==> config.mk <==
export PLATFORM = sky130hd
export DESIGN_NAME = burst_addr_seq
export DESIGN_NICKNAME = d
export VERILOG_FILES = /design/src/rtl/burst_seq_pkg.sv /design/src/rtl/burst_beat_ctr.sv /design/src/rtl/burst_order_map.sv /design/src/rtl/burst_addr_seq.sv
export SDC_FILE = /design/constraint.sdc
export NUM_CORES = 1
export LEC_CHECK = 0
export ABC_AREA = 1
export BUFFER_PORTS_ARGS = -buffer_cell sky130_fd_sc_hd__buf_4
export CORE_MARGIN = 8
export CORE_UTILIZATION = 30
export CTS_BUF_LIST = sky130_fd_sc_hd__clkbuf_2
export DETAILED_ROUTE_END_ITERATION = 6
export PLACE_DENSITY = 0.64
export SYNTH_ARGS = -nofsm -noshare
export SYNTH_HDL_FRONTEND = slang
export SYNTH_HIERARCHICAL = 1
export SYNTH_SLANG_ARGS = --single-unit
==> constraint.sdc <==
create_clock -name clk -period 1.9 [get_ports clk]
set_input_delay 0.38 -clock clk [delete_from_list [all_inputs] [get_ports clk]]
set_output_delay 0.38 -clock clk [all_outputs]
set_load 0.01 [all_outputs]
==> src/rtl/burst_seq_pkg.sv <==
package burst_seq_pkg;
  typedef enum logic {
    ORD_LINEAR = 1'b0,
    ORD_XOR    = 1'b1
  } burst_order_e;
endpackage

==> src/rtl/burst_beat_ctr.sv <==
module burst_beat_ctr #(
  parameter int ADDR_W = 20,
  parameter int OFS_W  = 2
) (
  input  logic              clk,
  input  logic              rst_n,
  input  logic              stall,
  input  logic              load,
  input  logic              adv,
  input  logic [ADDR_W-1:0] addr_in,
  output logic [ADDR_W-1:0] base_q,
  output logic [OFS_W-1:0]  beat_q
);
  logic take_load;
  logic take_step;

  assign take_load = !stall && load;
  assign take_step = !stall && !load && adv;

  always_ff @(posedge clk or negedge rst_n) begin
    if (!rst_n) begin
      base_q <= '0;
      beat_q <= '0;
    end else if (take_load) begin
      base_q <= addr_in;
      beat_q <= '0;
    end else if (take_step) begin
      beat_q <= beat_q + 1'b1;
    end
  end


  stall_freeze_chk: assert property (@(posedge clk) disable iff (!rst_n)
    stall |=> ($stable(beat_q) && $stable(base_q)));


  idle_hold_chk: assert property (@(posedge clk) disable iff (!rst_n)
    (!stall && !load && !adv) |=> ($stable(beat_q) && $stable(base_q)));


  beat_step_chk: assert property (@(posedge clk) disable iff (!rst_n)
    (!stall && !load && adv) |=> (beat_q == OFS_W'($past(beat_q) + 1'b1)));


  load_wins_chk: assert property (@(posedge clk) disable iff (!rst_n)
    (!stall && load && adv) |=> (beat_q == '0));
endmodule

==> src/rtl/burst_order_map.sv <==
module burst_order_map
  import burst_seq_pkg::*;
#(
  parameter int OFS_W = 2
) (
  input  logic [OFS_W-1:0] start,
  input  logic [OFS_W-1:0] beat,
  input  burst_order_e     order,
  output logic [OFS_W-1:0] low
);
  logic [OFS_W-1:0] lin_ofs;
  logic [OFS_W-1:0] xor_ofs;

  assign lin_ofs = start + beat;
  assign xor_ofs = start ^ beat;

  always_comb begin
    unique case (order)
      ORD_LINEAR: low = lin_ofs;
      ORD_XOR:    low = xor_ofs;
      default:    low = lin_ofs;
    endcase
  end
endmodule

==> src/rtl/burst_addr_seq.sv <==
module burst_addr_seq
  import burst_seq_pkg::*;
#(
  parameter int ADDR_W = 20,
  parameter int OFS_W  = 2
) (
  input  logic              clk,
  input  logic              rst_n,
  input  logic              stall,
  input  logic              load,
  input  logic              adv,
  input  logic              order_sel,
  input  logic [ADDR_W-1:0] addr_in,
  output logic [ADDR_W-1:0] word_addr
);
  localparam int UP_W = ADDR_W - OFS_W;

  logic [ADDR_W-1:0] base_q;
  logic [OFS_W-1:0]  beat_q;
  logic [OFS_W-1:0]  low_ofs;
  burst_order_e      order;

  assign order = burst_order_e'(order_sel);

  burst_beat_ctr #(.ADDR_W(ADDR_W), .OFS_W(OFS_W)) u_ctr (
    .clk     (clk),
    .rst_n   (rst_n),
    .stall   (stall),
    .load    (load),
    .adv     (adv),
    .addr_in (addr_in),
    .base_q  (base_q),
    .beat_q  (beat_q)
  );

  burst_order_map #(.OFS_W(OFS_W)) u_map (
    .start (base_q[OFS_W-1:0]),
    .beat  (beat_q),
    .order (order),
    .low   (low_ofs)
  );

  assign word_addr = {base_q[ADDR_W-1:OFS_W], low_ofs};


  load_capture_chk: assert property (@(posedge clk) disable iff (!rst_n)
    (!stall && load) |=> (word_addr == $past(addr_in)));


  upper_fixed_chk: assert property (@(posedge clk) disable iff (!rst_n)
    (stall || !load) |=> $stable(word_addr[ADDR_W-1:OFS_W]));


  reset_zero_chk: assert property (@(posedge clk)
    !rst_n |-> (word_addr == '0));

  initial begin

    width_ok_chk: assert (UP_W > 0);
  end
endmodule

==> impl_metrics.py <==
metrics = {
    "setup_path": {
        "r2r_cells": 4,
        "critPathLaunch": "u_ctr/beat_q[0]",
        "worst_setup_path_end_kind": "primary output",
        "r2r_end": "u_ctr/beat_q[1]",
        "cp_max_fo": 4,
        "reg2reg_slack_ns": 1.12,
        "critPathArrivalTime_ns": 1.38,
        "cp-start-kind": "flip-flop",
        "crit_required_ns": 1.52,
        "critPathKind": "flip-flop to primary output",
        "r2r_start": "u_ctr/beat_q[0]",
    },
    "logic_synthesis": {
        "yosysMostFrequentCell": "nand2_1",
        "synthTopCellsByArea": "dfrtp_1 (58%), nand2_1 (19%), nand3_1 (12%)",
        "synth_fp_nets": 142,
        "synth_cells": 115,
        "synth_edf_count": 0,
        "ys_ff_latch": 22,
        "ys.flop_type": "dfrtp_1",
        "synthTopCellsByCount": "nand2_1 (49), nand3_1 (23), dfrtp_1 (22), inv_1 (7), buf_2 (4)",
        "yosys.area.top_type_share_pct": 57.6,
        "seq_area_frac_synth_pct": 57.6,
        "syn_area_per_cell_sq_um": 8.31,
        "synth_area_leader_cell": "dfrtp_1",
        "synth.distinct_cells": 12,
        "syn-cell-area_sq_um": 956,
        "ys.warnings.count": 6,
        "async_reset_ff_share_pct": 100,
    },
    "route": {
        "vias_per_cell": 4.41,
        "ant_nets": 0,
        "drtPass1Iterations": 4,
        "drc": 0,
        "first_iter_violations": 68,
        "wl_um": 2600,
        "num_vias": 895,
        "wl_per_cell_um": 12.8,
    },
    "floorplanning": {
        "die_width_um": 72.5,
        "rows": 20,
        "die_h_um": 72.5,
        "core_sq_um": 3050,
        "start_util_pct": 31.3,
        "die_area_sq_um": 5250,
        "boundaryPins": 46,
    },
    "timing": {
        "tightestPinTransition_ns": 0.398,
        "tns_ns": 0,
        "hold_viol": 0,
        "max_freq_mhz": 567,
        "fin_skew_ns": 0.000104,
        "rsz0062_at_grt": "false",
        "min_period_ns": 1.76,
        "finalCritPeriodShare_pct": 92.9,
        "maxSlewHeadroom_pct": 73.3,
        "setup_viol": 0,
        "report.final.slew_viol_count": 0,
    },
    "final_layout": {
        "post_route_cells_drive_above_1_share_pct": 34.0,
        "diodes": 0,
        "instances_no_fill": 203,
        "area_growth_pct": 41.4,
        "layout.nets": 188,
    },
    "clocking": {
        "clk_latency_ns": 0.31,
        "htree_levels": 1,
        "cts_buffer_depth": 2,
        "cts_tree": "yes",
        "cts_setup_buffers": 0,
        "cts_made_buffers": 3,
        "cts.sinks": 22,
        "cts-root-buf": "clkbuf_2",
        "clk_pin_slew_ns": 0.20,
    },
    "min_path": {
        "hp-class": "primary input to flip-flop",
        "min-delay-start": "addr_in[7]",
        "min_delay_worst_endpoint": "u_ctr/base_q[7]",
        "holdPathStages": 3,
    },
    "pwr": {
        "p_int_w": 0.000716,
        "p_sw_share_pct": 30.5,
        "power.density_nw_per_um2": 762,
        "switchingPower_w": 0.000314,
        "ir_drop_v": 0.000328,
        "sequentialPowerShare_pct": 54.9,
        "clkPwrFrac_pct": 17.3,
        "p_leak_nw": 0.763,
        "combPwrFrac_pct": 27.8,
        "total_power_w": 0.00103,
    },
    "global_routing": {
        "grt_max_degree": 23,
        "grt_overflow": 0,
        "grt_pass1_vias": 914,
        "track_usage_pct": 10.2,
        "grt_pass1_wl_um": 4270,
        "antenna_found_initial": 0,
    },
    "place": {
        "place_congestion": 0.719,
        "place_inst": 199,
        "port-buffer-count": 45,
        "hpwlAfterDp_um": 1940,
    },
    "outcome": {
        "status": "completed",
    },
    "job": {
        "maxCapViolCount": 0,
    },
}
==> through the flow <==
step	cell area, sq um	utilization [%]	setup WS (ns)	hold WS (ns)
6_report	1350	44.3	0.135	0.278
5_1_grt	1350	44.3	0.00430	0.236
4_1_cts	1350	44.1	0.135	0.261
3_5_place_dp	1320	43.3	0.522	0.285
3_3_place_gp	1320	43.3	0.590	0.281
2_1_floorplan	956	-	0.696	0.0844
==> cells in the final DEF (no fill, tap or decap) <==
master and count:
clkbuf_2 3, dlygate4sd3_1 1, buf_4 46, inv_1 6
inv_2 2, nand2_1 49, nand2_2 1, nand4_1 1
nand3_1 23, nor2_2 1, a21oi_1 1, nor2_1 2
ha_2 1, dfrtp_1 22
==> layer usage <==
layer	routed length, um	vias to the layer above	global-route usage (%)
met3	162	2	3.03
met1	1150	408	11.6
met4	27	0	5.33
met5	0	-	0
met2	1260	33	17.0
li1	-	452	-
==> state kept, by name (all words and copies together), names as in the netlist <==
signal        flops
u_ctr/base_q     20
u_ctr/beat_q      2
==> power groups by stage <==
stage	combinational, W	sequential [W]	clock [W]
after floorplan	0.000103	0.000592	0
after global placement	0.000282	0.000571	0
after detailed placement	0.000288	0.000574	0
after CTS	0.000290	0.000566	0.000184
after global routing	0.000319	0.000575	0.000207
final	0.000286	0.000565	0.000179
==> worst max-delay path by stage <==
stage	cells after the start	to	slack, ns
2_1_floorplan	6	word_addr[1]	0.70
3_3_place_gp	6	word_addr[1]	0.59
3_5_place_dp	7	word_addr[1]	0.52
4_1_cts	7	word_addr[1]	0.14
5_1_grt	7	word_addr[1]	0.004
6_report	7	word_addr[1]	0.14
==> cell type report <==
type	count	area (sq um)
multi-input cells	79	345
clock buffers	3	15.0
flip-flops and latches	22	551
well taps	44	55.1
inverters	8	30.0
repair buffers	47	355
fillers	331	1700
==> worst max-delay path, stage by stage, from the launching register on <==
cell and delay, ns:
dfrtp_1 0.44, ha_2 0.20, inv_2 0.03, nor2_2 0.10, nand3_1 0.08, nand2_1 0.06
inv_1 0.03, buf_4 0.13
==> cell families after synthesis <==
group | synth area share (%)
compound gates | 0.523
buf+inv | 6.81
simple gates | 33.8
flops | 57.6
fa+ha+maj | 1.31
==> what timing repair did <==
action | 4_1_cts | 5_1_grt
setup endpoints to repair | 0 | 1
resized for setup | 0 | 3
hold buffers | 1 | 0
endpoints found under the hold margin | 22 | 0
(Power assumes the default switching activity.)
